File: src/rtl/exc_entry_pkg.sv
package exc_entry_pkg;
  localparam int XLEN   = 32;
  localparam int CODE_W = 5;

  typedef enum logic [1:0] {
    SEL_STATUS = 2'd0,
    SEL_CAUSE  = 2'd1,
    SEL_EPC    = 2'd2,
    SEL_REVID  = 2'd3
  } cp0_sel_e;

  localparam int ST_BOOTVEC  = 22;
  localparam int ST_IRQ_GATE = 10;
  localparam int ST_IRQ_EN   = 0;
  localparam int CA_DELAY    = 31;

  localparam logic [XLEN-1:0] CA_KEEP_MASK = 32'h0000_0300;
  localparam logic [XLEN-1:0] CA_IRQ_VALUE = 32'h0000_0400;
  localparam logic [XLEN-1:0] RST_PC       = 32'hBFC0_0000;
  localparam logic [XLEN-1:0] RST_STATUS   = 32'h1090_0000;
  localparam logic [XLEN-1:0] REVID_VALUE  = 32'h0000_0002;
  localparam logic [XLEN-1:0] VEC_BOOT     = 32'hBFC0_0180;
  localparam logic [XLEN-1:0] VEC_NORMAL   = 32'h8000_0080;
  localparam logic [6:0]      COP2_CMD_OP  = 7'h25;

  function automatic logic [XLEN-1:0] push_mode_stack(input logic [XLEN-1:0] s);
    return {s[XLEN-1:6], s[3:0], 2'b00};
  endfunction
endpackage

File: src/rtl/exc_rst_sync.sv
module exc_rst_sync #(
  parameter int STAGES = 2
) (
  input  logic clk,
  input  logic rst_n,
  output logic rst_n_sync
);
  logic [STAGES-1:0] sync_q;

  always_ff @(posedge clk or negedge rst_n) begin
    if (!rst_n) sync_q <= '0;
    else        sync_q <= {sync_q[STAGES-2:0], 1'b1};
  end

  assign rst_n_sync = sync_q[STAGES-1];
endmodule

File: src/rtl/exc_irq_gate.sv
module exc_irq_gate #(
  parameter int IRQ_W = 16
) (
  input  logic [IRQ_W-1:0] pend_i,
  input  logic [IRQ_W-1:0] mask_i,
  input  logic             gate_i,
  input  logic             ie_i,
  output logic             irq_o
);
  logic [IRQ_W-1:0] live;

  assign live  = pend_i & mask_i;
  assign irq_o = (|live) & gate_i & ie_i;
endmodule

File: src/rtl/exc_cp0_regs.sv
module exc_cp0_regs
  import exc_entry_pkg::*;
(
  input  logic              clk,
  input  logic              rst_n,
  input  logic              enter_i,
  input  logic              irq_entry_i,
  input  logic [CODE_W-1:0] code_i,
  input  logic              bd_i,
  input  logic [XLEN-1:0]   pc_i,
  input  logic              wr_en_i,
  input  cp0_sel_e          wr_sel_i,
  input  logic [XLEN-1:0]   wr_data_i,
  input  cp0_sel_e          rd_sel_i,
  output logic [XLEN-1:0]   rd_data_o,
  output logic              st_bev_o,
  output logic              st_gate_o,
  output logic              st_ie_o
);
  logic [XLEN-1:0] status_q, status_d;
  logic [XLEN-1:0] cause_q,  cause_d;
  logic [XLEN-1:0] epc_q,    epc_d;
  logic            ld_en;
  logic [XLEN-1:0] code_field;

  assign code_field = {{(XLEN-CODE_W-2){1'b0}}, code_i, 2'b00};
  assign ld_en      = enter_i | wr_en_i;

  always_comb begin
    status_d = status_q;
    cause_d  = cause_q;
    epc_d    = epc_q;
    if (enter_i) begin
      status_d = push_mode_stack(status_q);
      cause_d  = (cause_q & CA_KEEP_MASK) | (irq_entry_i ? CA_IRQ_VALUE : code_field);
      if (bd_i) begin
        cause_d[CA_DELAY] = 1'b1;
        epc_d             = pc_i - 32'd4;
      end else begin
        epc_d = pc_i;
      end
    end else if (wr_en_i) begin
      unique case (wr_sel_i)
        SEL_STATUS: status_d = wr_data_i;
        SEL_CAUSE:  cause_d  = wr_data_i;
        SEL_EPC:    epc_d    = wr_data_i;
        SEL_REVID:  ;
      endcase
    end
  end

  always_ff @(posedge clk or negedge rst_n) begin
    if (!rst_n) begin
      status_q <= RST_STATUS;
      cause_q  <= '0;
      epc_q    <= '0;
    end else if (ld_en) begin
      status_q <= status_d;
      cause_q  <= cause_d;
      epc_q    <= epc_d;
    end
  end

  always_comb begin
    unique case (rd_sel_i)
      SEL_STATUS: rd_data_o = status_q;
      SEL_CAUSE:  rd_data_o = cause_q;
      SEL_EPC:    rd_data_o = epc_q;
      SEL_REVID:  rd_data_o = REVID_VALUE;
    endcase
  end

  assign st_bev_o  = status_q[ST_BOOTVEC];
  assign st_gate_o = status_q[ST_IRQ_GATE];
  assign st_ie_o   = status_q[ST_IRQ_EN];

  p_stack_r5: assert property (@(posedge clk) disable iff (!rst_n)
    enter_i |=> (status_q[5:0] == {$past(status_q[3:0]), 2'b00}) &&
                (status_q[31:6] == $past(status_q[31:6])));

  p_epc_plain_r3: assert property (@(posedge clk) disable iff (!rst_n)
    (enter_i && !bd_i) |=> (epc_q == $past(pc_i)) && !cause_q[CA_DELAY]);

  p_cause_keep_r2: assert property (@(posedge clk) disable iff (!rst_n)
    enter_i |=> cause_q[9:8] == $past(cause_q[9:8]));

  p_irq_code_r7: assert property (@(posedge clk) disable iff (!rst_n)
    (enter_i && irq_entry_i) |=> cause_q[10] && (cause_q[6:2] == '0) && !cause_q[CA_DELAY]);

  p_sync_code_r9: assert property (@(posedge clk) disable iff (!rst_n)
    (enter_i && !irq_entry_i) |=> cause_q[6:2] == $past(code_i));
endmodule

File: src/rtl/exc_entry_unit.sv
module exc_entry_unit
  import exc_entry_pkg::*;
#(
  parameter int IRQ_W      = 16,
  parameter int RST_STAGES = 2
) (
  input  logic              clk,
  input  logic              rst_n,
  input  logic [XLEN-1:0]   cur_pc,
  input  logic              exc_req,
  input  logic [CODE_W-1:0] exc_code,
  input  logic              exc_in_delay,
  input  logic [6:0]        fault_op,
  input  logic [IRQ_W-1:0]  irq_pending,
  input  logic [IRQ_W-1:0]  irq_mask,
  input  logic              reg_wr_en,
  input  logic [1:0]        reg_wr_sel,
  input  logic [XLEN-1:0]   reg_wr_data,
  input  logic [1:0]        reg_rd_sel,
  output logic [XLEN-1:0]   reg_rd_data,
  output logic              redirect,
  output logic [XLEN-1:0]   redirect_pc,
  output logic              cop2_finish
);
  logic              rst_n_s;
  logic              irq_raw;
  logic              enter;
  logic              irq_entry;
  logic              bd_eff;
  logic [CODE_W-1:0] code_eff;
  logic              st_bev, st_gate, st_ie;
  logic              redirect_q, redirect_d;
  logic [XLEN-1:0]   target_q, target_d;
  logic              cop2_q, cop2_d;

  exc_rst_sync #(.STAGES(RST_STAGES)) u_rst_sync (
    .clk        (clk),
    .rst_n      (rst_n),
    .rst_n_sync (rst_n_s)
  );

  exc_irq_gate #(.IRQ_W(IRQ_W)) u_irq_gate (
    .pend_i (irq_pending),
    .mask_i (irq_mask),
    .gate_i (st_gate),
    .ie_i   (st_ie),
    .irq_o  (irq_raw)
  );

  // synchronous requests win over interrupts
  assign enter     = exc_req | irq_raw;
  assign irq_entry = ~exc_req;
  assign bd_eff    = exc_req & exc_in_delay;
  assign code_eff  = exc_req ? exc_code : '0;

  exc_cp0_regs u_regs (
    .clk         (clk),
    .rst_n       (rst_n_s),
    .enter_i     (enter),
    .irq_entry_i (irq_entry),
    .code_i      (code_eff),
    .bd_i        (bd_eff),
    .pc_i        (cur_pc),
    .wr_en_i     (reg_wr_en),
    .wr_sel_i    (cp0_sel_e'(reg_wr_sel)),
    .wr_data_i   (reg_wr_data),
    .rd_sel_i    (cp0_sel_e'(reg_rd_sel)),
    .rd_data_o   (reg_rd_data),
    .st_bev_o    (st_bev),
    .st_gate_o   (st_gate),
    .st_ie_o     (st_ie)
  );

  always_comb begin
    redirect_d = enter;
    cop2_d     = enter && (fault_op == COP2_CMD_OP);
    target_d   = target_q;
    if (enter) target_d = st_bev ? VEC_BOOT : VEC_NORMAL;
  end

  always_ff @(posedge clk or negedge rst_n_s) begin
    if (!rst_n_s) begin
      redirect_q <= 1'b0;
      cop2_q     <= 1'b0;
      target_q   <= RST_PC;
    end else begin
      redirect_q <= redirect_d;
      cop2_q     <= cop2_d;
      if (enter) target_q <= target_d;
    end
  end

  assign redirect    = redirect_q;
  assign redirect_pc = target_q;
  assign cop2_finish = cop2_q;

  p_take_r12: assert property (@(posedge clk) disable iff (!rst_n_s)
    enter |=> redirect);

  p_vec_r4: assert property (@(posedge clk) disable iff (!rst_n_s)
    enter |=> redirect_pc == ($past(st_bev) ? VEC_BOOT : VEC_NORMAL));

  p_irq_hold_r12: assert property (@(posedge clk) disable iff (!rst_n_s)
    (irq_raw && !exc_req) |=> !irq_raw);

  p_irq_gate_r6: assert property (@(posedge clk) disable iff (!rst_n_s)
    irq_raw |-> (|(irq_pending & irq_mask)) && st_ie && st_gate);

  p_cop2_r8: assert property (@(posedge clk) disable iff (!rst_n_s)
    cop2_finish |-> redirect);
endmodule

File: config.mk
export PLATFORM = sky130hd
export DESIGN_NAME = exc_entry_unit
export DESIGN_NICKNAME = d
export VERILOG_FILES = /design/src/rtl/exc_entry_pkg.sv /design/src/rtl/exc_rst_sync.sv /design/src/rtl/exc_irq_gate.sv /design/src/rtl/exc_cp0_regs.sv /design/src/rtl/exc_entry_unit.sv
export SDC_FILE = /design/constraint.sdc
export NUM_CORES = 1
export LEC_CHECK = 0
export ABC_AREA = 1
export BUFFER_PORTS_ARGS = -buffer_cell sky130_fd_sc_hd__buf_2
export CAP_MARGIN = 0
export CELL_PAD_IN_SITES_DETAIL_PLACEMENT = 1
export CELL_PAD_IN_SITES_GLOBAL_PLACEMENT = 1
export CORE_MARGIN = 5
export CORE_UTILIZATION = 39
export DETAILED_ROUTE_END_ITERATION = 10
export HOLD_SLACK_MARGIN = 0.05
export PLACE_DENSITY_LB_ADDON = 0.1
export SETUP_SLACK_MARGIN = 0.3
export SYNTH_ARGS = -nofsm -noshare
export SYNTH_HDL_FRONTEND = slang
export SYNTH_SLANG_ARGS = --single-unit
export TNS_END_PERCENT = 10
File: constraint.sdc
create_clock -name clk -period 7.3 [get_ports clk]
set_input_delay 2.19 -clock clk [delete_from_list [all_inputs] [get_ports clk]]
set_output_delay 2.19 -clock clk [all_outputs]
set_load 0.005 [all_outputs]
Word-level counts from Yosys, hierarchy flattened
Index checks and enable logic that the tools add are counted.
W data, S select, Z words.
Storage, ports and cells
  bits of input ports: 117
  register bits after elaboration: 132
  output and inout port bits: 66
Cells by class
  bitwise operators: 8
  multiplexer cells: 14
  $add $sub $neg: 1
  reduce and logical (&&, ||, !) cells: 12
  equal/unequal tests: 6
Operator list (count)
  $mux W32: 7
  $pmux W32 S4: 1
  $or A10 B32 Y32: 1
  $sub A32 B3 Y32 const B: 1
  $mux W30: 1
  $mux W6: 3
  $and A16 B16 Y16: 1
  $reduce_or A16 Y1: 1
  $mux W11: 1
  $reduce_and A3 Y1: 3
  $reduce_bool A2 Y1: 4
  $eq A7 B6 Y1 const B: 1
  $eq A2 B2 Y1 const B: 3
  $eq A2 B1 Y1 const B: 2
  $logic_not A2 Y1: 2
  $reduce_and A4 Y1: 1
  $and A1 B1 Y1: 3
  $or A1 B1 Y1: 2
  $logic_and A1 B1 Y1: 1
  $mux W1: 1
  $not A1 Y1: 1

Depth between registers and ports, before layout
Gate-level depths: netlist of the first run.
  word-level depth: 7
  gate-level depth with buffers: 12

Cells and area by module
Synthesis of the first run repeated with hierarchy kept, for this count alone.
Second synthesis, totals
  cells, all modules: 877
  area total of the unflattened synthesis: 6177.2 sq um
By module, submodules not included
  exc_cp0_regs: times used 1, area an instance 5512.8 sq um, sequential area each 2406.1 sq um, cells each 775
  exc_entry_unit: times used 1, area an instance 486.7 sq um, sequential area each 126.4 sq um, cells each 66
  exc_irq_gate: times used 1, area an instance 123.9 sq um, sequential area each 0.0 sq um, cells each 33
  exc_rst_sync: times used 1, area an instance 53.8 sq um, sequential area each 50.0 sq um, cells each 3

Worst setup path after synthesis of the first run
No wires, ideal clock.
  kind: in2out
  from: input port reg_rd_sel[0]
  to: output port reg_rd_data[0]
  required time: 5.110 ns
  arrival: 2.858 ns
  cell stages on the path: 5
  setup slack: 2.252 ns
  cell sequence: inv_1 nor2_1 clkbuf_1 nand2_1 nand3_1
Between the ends
  word-level cells in the longest chain between the ends: 2
RTL lines
  start, declared: line exc_entry_unit.sv:19  | input logic [1:0] reg_rd_sel,
  $eq A2 B2 Y1, or another cell as far along: line exc_cp0_regs.sv:65  | unique case (rd_sel_i)
  $pmux W32 S4 (*): line exc_cp0_regs.sv:65
  end, declared: line exc_entry_unit.sv:20  | output logic [XLEN-1:0] reg_rd_data,
Every way passes the cells marked *; elsewhere a longest branch is shown, timed or not.

Worst setup path in the final report of the first run
  from: input port reg_rd_sel[0]
  to: output port reg_rd_data[18]
Same word-level chain as after synthesis.

==> results of run 1 <==
-- path summary, 6_finish.rpt --
path	slack, ns	depth (start not counted)	endpoint
setup reg to reg	4.88	7	u_regs.cause_q[28]$_DFFE_PN0P_
hold / removal	0.29	0	u_regs.epc_q[3]$_DFFE_PN0P_
hold reg to reg	0.29	0	u_regs.epc_q[3]$_DFFE_PN0P_
setup / recovery	1.64	6	reg_rd_data[18]
max in group asynchronous	5.59	1	u_rst_sync.sync_q[1]$_DFF_PN0_
min in group clk	0.35	0	u_rst_sync.sync_q[1]$_DFF_PN0_
-- worst reg2reg max path: stages (launching register included) --
cell,delay (ns)
dfrtp_1,0.42
nand2_1,0.08
o21bai_4,0.23
buf_4,0.41
nand3_1,0.24
inv_1,0.73
nand2_1,0.14
nand2_1,0.11
-- synth_stat cells (all sizes together) --
master,n,area share
clkbuf,17,0.010
o21bai,4,0.0054
nand4,58,0.058
xnor2,6,0.0084
a21oi,1,0.00080
o211ai,2,0.0024
xor2,9,0.013
inv,49,0.030
nand3,89,0.074
o21ai,19,0.015
ha,1,0.0020
dfrtp,99,0.40
buf,54,0.058
nor3,5,0.0066
nand3b,1,0.0012
or2,2,0.0020
nor2,65,0.043
dfstp,4,0.017
nand2,419,0.25
conb,2,0.0012
-- flip-flops by register name (all words and copies together) (netlist names) --
| register | count |
|---|---|
| u_regs.epc_q | 32 |
| u_regs.cause_q | 32 |
| redirect | 1 |
| u_regs.status_q | 32 |
| redirect_pc | 3 |
| cop2_finish | 1 |
| u_rst_sync.sync_q | 2 |
-- kinds of logic after synthesis --
logic type,count (synthesis)
simple gates,639
buf+inv,120
flops,103
compound gates,26
xor+xnor,15
other cells,2
fa+ha+maj,1
-- routing by layer --
metal	vias to the layer above	track usage	wire length, um
li1	3088	-	-
met1	3046	0.324	10000
met2	133	0.390	10000
met3	14	0.0352	791
met4	0	0.0370	177
met5	-	0	0
-- cell type report --
type	count	area, um2
Clock inverter	6	115
Multi-Input combinational cell	704	3140
Inverter	49	184
Sequential cell	103	2590
Timing Repair Buffer	166	846
Fill cell	2154	8390
Clock buffer	10	239
Tap cell	216	270
-- layout by cell type (no fill, tap or decap), types with 3 or more instances in the layout --
master and instances:
nand2_1 417, buf_2 160, dfrtp_1 98, nand3_1 87
nor2_1 58, nand4_1 58, inv_1 44, conb_1 23
o21ai_1 12, xor2_1 9, clkbuf_16 9, o21ai_0 7
xnor2_1 6, buf_4 6, inv_2 5, nor2_4 4
dfstp_2 4, nor3_1 3, nor2_2 3, o21bai_1 3
bufinv_16 3
-- power groups by stage --
| stage | Combinational, W | Sequential, W | Clock, W |
|---|---|---|---|
| after floorplan | 0.000161 | 0.000679 | 0 |
| after global placement | 0.000257 | 0.000687 | 0 |
| after detailed placement | 0.000262 | 0.000689 | 0 |
| after CTS | 0.000265 | 0.000679 | 0.000581 |
| after global routing | 0.000297 | 0.000686 | 0.000606 |
| final | 0.000260 | 0.000679 | 0.000572 |
-- stage by stage --
stage,setup slack (ns),instance area (um2),util
global placement,1.74,7030,0.446
global route,1.51,7380,0.468
floorplan,2.25,6310,-
CTS,1.61,7380,0.468
detailed placement,1.68,7030,0.446
finish,1.64,7380,0.468
==> results.md, run 1 <==
- Status: completed
- Synth Area in Compound Gates: 0.0239
- Unrepaired setup endpoints after global routing: false
- Hold_ws: 0.286 ns
- Detailed Route WL: around 21000 um
- TNS Setup: 0 ns
- Die height: between 100 and 150 um
- Critical Path RT: roughly 5 ns
- Die area: 18600 um2
- GRT Residual Overflow: 0
- First DRT Iteration DRCs: 328
- Clock slew at reported path FFs: about 0.07 ns
- Mapped Area: ~6200 um2
- Worst-Margin Slew: 0.908 ns
- CP startpoint: reg_rd_sel[0]
- Skew final: 0.00756 ns
- Mean area per synthesized cell: between 6 and 7 um2
- Static leakage: ~4 nW
- Switching portion of total power: 0.284
- P_int: roughly 0.0011 W
- Cell Pwr Density: 205 nW/um2
- CTS sink count: roughly 100
- Critical Path AT: about 3.5 ns
- CTS buffer count: 9
- CTS tree: yes
- Initial antenna violation count: 0
- Peak VDD IR: around 0.00011 V
- Area grow syn2layout: 18.4%
- Detailed placer's ending HPWL: roughly 16000 um
- Period Utilization, post-route: 0.775
- Synth warnings: 0
- Worst stage delay on the critical path: between 0.6 and 0.7 ns
- Slowest-stage cell, CP: nor2_4
- Port Buffers: 160
- Reg-to-Reg Start: u_regs.status_q[10]$_DFFE_PN0P_
- Post-Synth Simple-Gate Area: 0.440
- Post-synthesis mux area share: 0
- Worst setup EP type: output pin
- Hold Path Class: reg2async
- Initial Util: 0.395
- CP Launch Type: input pin
- Vias in the first global route: 6599
- Period minus WS final: 5.66 ns
- Cts hold-fix bufs: 0
- 1st-pass router iterations: 4
- GRT Util Overall: 0.232
- Max FO, Critical Path: 32
- Synth Register Bits: just over 100
- Total power: between 0.0015 and 0.002 W
- Share of layout cells above drive strength 1: 0.200
- Sequential-to-total area share from yosys stat: 0.414
- Cell-by-cell trace of the critical path: buf_2 > inv_1 > nor2_4 > nand2_1 > nand3_1 > buf_2
- Fin cells: approximately 1300
- Final count of hold timing violations: 0
- Slew HR: 0.394
- CTS HTree Levels: 3
- Core area: about 16000 um2
- Fmax: 177 MHz
- Final nets: 1151
- Die width: about 140 um
- Main combinational cell family by area after synthesis: simple AND/OR/NAND/NOR gates
- Setup Viol. Count Final: 0
- Synth unique cells: 32
- Seq pwr share: 0.449
- Crit Path Class: in2out
- Dpl cells: 1238
- Cell Rows: 46
- Critical path's top delay family: simple AND/OR/NAND/NOR gates
- Setup Buffers After CTS: 0
- Comb pwr share: 0.172
- Psw: roughly 0.00043 W
- Final Wtd Congestion: around 0.92
- Largest net degree at the start of global routing: a little under 70
- XOR/XNOR share of the synthesized area: 0.0211
- Io pins: 183
- Cell mode on critical path: buf_2
- Vias per cell: ~5
- Post-CTS Resized: 0
- Fin. max-slew vios: 0
- Vias: 6281
- First-pass GRT wire length: around 34000 um
- Antenna Nets Post-Route: 0
- Ant. Diodes: 0
- Root cell of the clock tree: clkbuf_16
- Residual DRC count: 0
- Clk Latency, worst-skew pair: around 0.35 ns
- Post-synthesis cell count: between 900 and 1000
- Drt wl/cell: 16.8 um
- Adder-Cell Fraction of Synth Area: 0.00201
- Max cap viols: 0
- Clock power frac: 0.379
- CP bufs+invs: 3
- Max clock buf depth: 2
Power figures use the tool's default switching activity.
==> inputs of run 2 (changes only) <==
--- a/config.mk
+++ b/config.mk
@@ -5,13 +5,13 @@
 export SDC_FILE = /design/constraint.sdc
 export NUM_CORES = 1
 export LEC_CHECK = 0
-export ABC_AREA = 1
+export ABC_AREA = 0
 export BUFFER_PORTS_ARGS = -buffer_cell sky130_fd_sc_hd__buf_2
 export CAP_MARGIN = 0
 export CELL_PAD_IN_SITES_DETAIL_PLACEMENT = 1
 export CELL_PAD_IN_SITES_GLOBAL_PLACEMENT = 1
 export CORE_MARGIN = 5
-export CORE_UTILIZATION = 39
+export CORE_UTILIZATION = 35
 export DETAILED_ROUTE_END_ITERATION = 10
 export HOLD_SLACK_MARGIN = 0.05
 export PLACE_DENSITY_LB_ADDON = 0.1
==> constraint.sdc (replaced) <==
create_clock -name clk -period 4.85 [get_ports clk]
set_input_delay 1.455 -clock clk [delete_from_list [all_inputs] [get_ports clk]]
set_output_delay 1.455 -clock clk [all_outputs]
set_load 0.005 [all_outputs]
==> results.md, run 2 <==
- CTS HTree Levels: 3
- Cell mode on critical path: buf_2
- Psw: around 0.00059 W
- CTS sink count: just over 100
- Post-CTS Resized: 0
- Detailed placer's ending HPWL: roughly 13000 um
- Comb pwr share: 0.192
- Cell Rows: 47
- Most used flip-flop cell after synthesis: dfrtp_1
- P_int: 0.00158 W
- Fin. max-slew vios: 0
- Slowest-stage cell, CP: buf_4
- GRT Residual Overflow: 0
- Sequential-to-total area share from yosys stat: 0.437
- Port Buffers: 160
- 1st-pass router iterations: 4
- CP bufs+invs: 3
- Cell Pwr Density: 306 nW/um2
- GRT Util Overall: 0.185
- Antenna Nets Post-Route: 0
- Mean area per synthesized cell: slightly above 10 um2
- Initial Util: 0.356
- Die height: roughly 140 um
- Critical path's top delay family: buffers and inverters
- Status: completed
- Die area: 19600 um2
- Crit Path Class: in2out
- CP Launch Type: input pin
- Period Utilization, post-route: 0.867
- Worst setup EP type: output pin
- Max clock buf depth: 2
- Worst R2R End: u_regs.status_q[4]$_DFFE_PN0P_
- Worst reg-to-reg setup slack: approximately 2.2 ns
- Slew HR: 0.337
- Hold Path Class: reg2async
- CTS tree: yes
- Root cell of the clock tree: clkbuf_16
- CTS buffer count: 9
- Hold_ws: 0.338 ns
- Mapped Area: slightly below 6000 um2
- Final count of hold timing violations: 0
- Max FO, Critical Path: 33
- Largest net degree at the start of global routing: 59
- Final nets: 833
- Most common cell after layout, fill and taps aside: buf_2
- Ant. Diodes: 0
- Worst stage delay on the critical path: between 0.5 and 0.6 ns
- Skew final: ~0.011 ns
- Initial antenna violation count: 0
- Total power: ~0.0022 W
- Synth top cells by count: dfrtp_1, mux2i_1, nand2_1
- Clk Latency, worst-skew pair: 0.35 ns
- Seq pwr share: 0.476
- First-pass GRT wire length: 28900 um
- Peak VDD IR: 0.000176 V
- Vias: 4804
- Vias in the first global route: roughly 5400
- Largest area contributor in the netlist: dfrtp_1
- Clock power frac: 0.331
- Worst reg-to-reg path cell count: 4
- Residual DRC count: 0
- Async S/R FF share, synth: 1.00
- TNS Setup: 0 ns
- First DRT Iteration DRCs: roughly 190
- Core area: 16600 um2
- Synth Register Bits: between 100 and 150
- Area grow syn2layout: 20.2%
- Max cap viols: 0
- Critical Path RT: roughly 3.4 ns
- Synth warnings: 0
- Fillers: roughly 2000
- Io pins: 183
- Die width: roughly 140 um
- Synth top area cells: dfrtp_1, mux2i_1, mux2_2
- Detailed Route WL: 18000 um
- Reg-to-Reg Start: u_regs.status_q[0]$_DFFE_PN0P_
- Commonest cells after routing, fill and taps aside: buf_2, mux2i_1, dfrtp_1
- Synth unique cells: between 40 and 50
- Post-synth top area share: 0.419
- Period minus WS final: around 4.2 ns
- Share of layout cells above drive strength 1: 0.342
- Setup Viol. Count Final: 0
- Static leakage: around 3.4 nW
- Post-synthesis cell count: approximately 580
- Clock slew at reported path FFs: approximately 0.06 ns
- Cts hold-fix bufs: 0
- Worst-Margin Slew: about 1 ns
- Cell-by-cell trace of the critical path: buf_2 > buf_4 > mux2i_1 > o21ai_0 > buf_2
- Setup Buffers After CTS: 0
- Final Wtd Congestion: 0.797
- Vias per cell: around 5.1
- Switching portion of total power: 0.270
- Unrepaired setup endpoints after global routing: false
- Drt wl/cell: between 15 and 20 um
- Fmax: 238 MHz
- EDFF count, synth: 0
- Critical Path AT: around 2.8 ns
- Largest registers: u_regs.cause_q: 32 flops, u_regs.epc_q: 32 flops, u_regs.status_q: 32 flops
-- run 2: worst max-delay path by stage --
stage / start / endpoint / slack [ns] / cells after the start
after floorplan: reg_rd_sel[0] / reg_rd_data[0] / 0.91 / 4
after global placement: reg_rd_sel[1] / reg_rd_data[22] / 0.72 / 6
after detailed placement: reg_rd_sel[0] / reg_rd_data[30] / 0.66 / 5
after CTS: reg_rd_sel[0] / reg_rd_data[30] / 0.66 / 5
after global routing: reg_rd_sel[0] / reg_rd_data[1] / 0.58 / 6
final: reg_rd_sel[0] / reg_rd_data[30] / 0.64 / 5
-- run 2: cell type report --
class / instances / area, um2 / share of cell area
Sequential cell: 103 / 2590 / 0.364
Timing Repair Buffer: 168 / 873 / 0.123
Tap cell: 220 / 275 / 0.0388
Clock buffer: 16 / 292 / 0.0411
Multi-Input combinational cell: 429 / 3060 / 0.431
Inverter: 4 / 15.0 / 0.00211
-- run 2: routing by layer --
metal | vias up | GRT usage | routed length, um
met5 | - | 0 | 0
met4 | 0 | 0.0581 | 268
met3 | 17 | 0.0303 | 681
met2 | 109 | 0.327 | 9090
met1 | 2431 | 0.233 | 7940
li1 | 2247 | - | -
-- run 2: cells by family (layout without fill, tap and decap cells) --
logic type,count (synthesis),count (layout),share of synthesized area
fa+ha+maj,1,1,0.00212
simple gates,160,160,0.137
other cells,2,23,0.00127
compound gates,76,76,0.0709
mux,141,141,0.248
buf+inv,66,188,0.0618
xor+xnor,28,28,0.0415
flops,103,103,0.437
-- run 2: worst register-to-register path, stage by stage, from the launching register on --
cell and delay [ns]:
dfrtp_1 0.43, nand2_1 0.18, o21bai_4 0.82, buf_4 0.70, mux2_2 0.44
-- run 2: per-stage QoR --
step	worst slack [ns]	std cells	util	area, um2
floorplan	0.915	598	-	5990
global placement	0.723	924	0.411	6810
detailed placement	0.662	924	0.411	6810
CTS	0.663	940	0.428	7100
global route	0.584	940	0.428	7100
finish	0.644	940	0.428	7100
-- run 2: power by group through the flow --
| stage | sequential, W | combinational [W] | clock (W) |
|---|---|---|---|
| floorplan | 0.00104 | 0.000271 | 0 |
| global placement | 0.00104 | 0.000412 | 0 |
| detailed placement | 0.00105 | 0.000425 | 0 |
| CTS | 0.00103 | 0.000426 | 0.000748 |
| global route | 0.00105 | 0.000468 | 0.000780 |
| finish | 0.00103 | 0.000417 | 0.000719 |
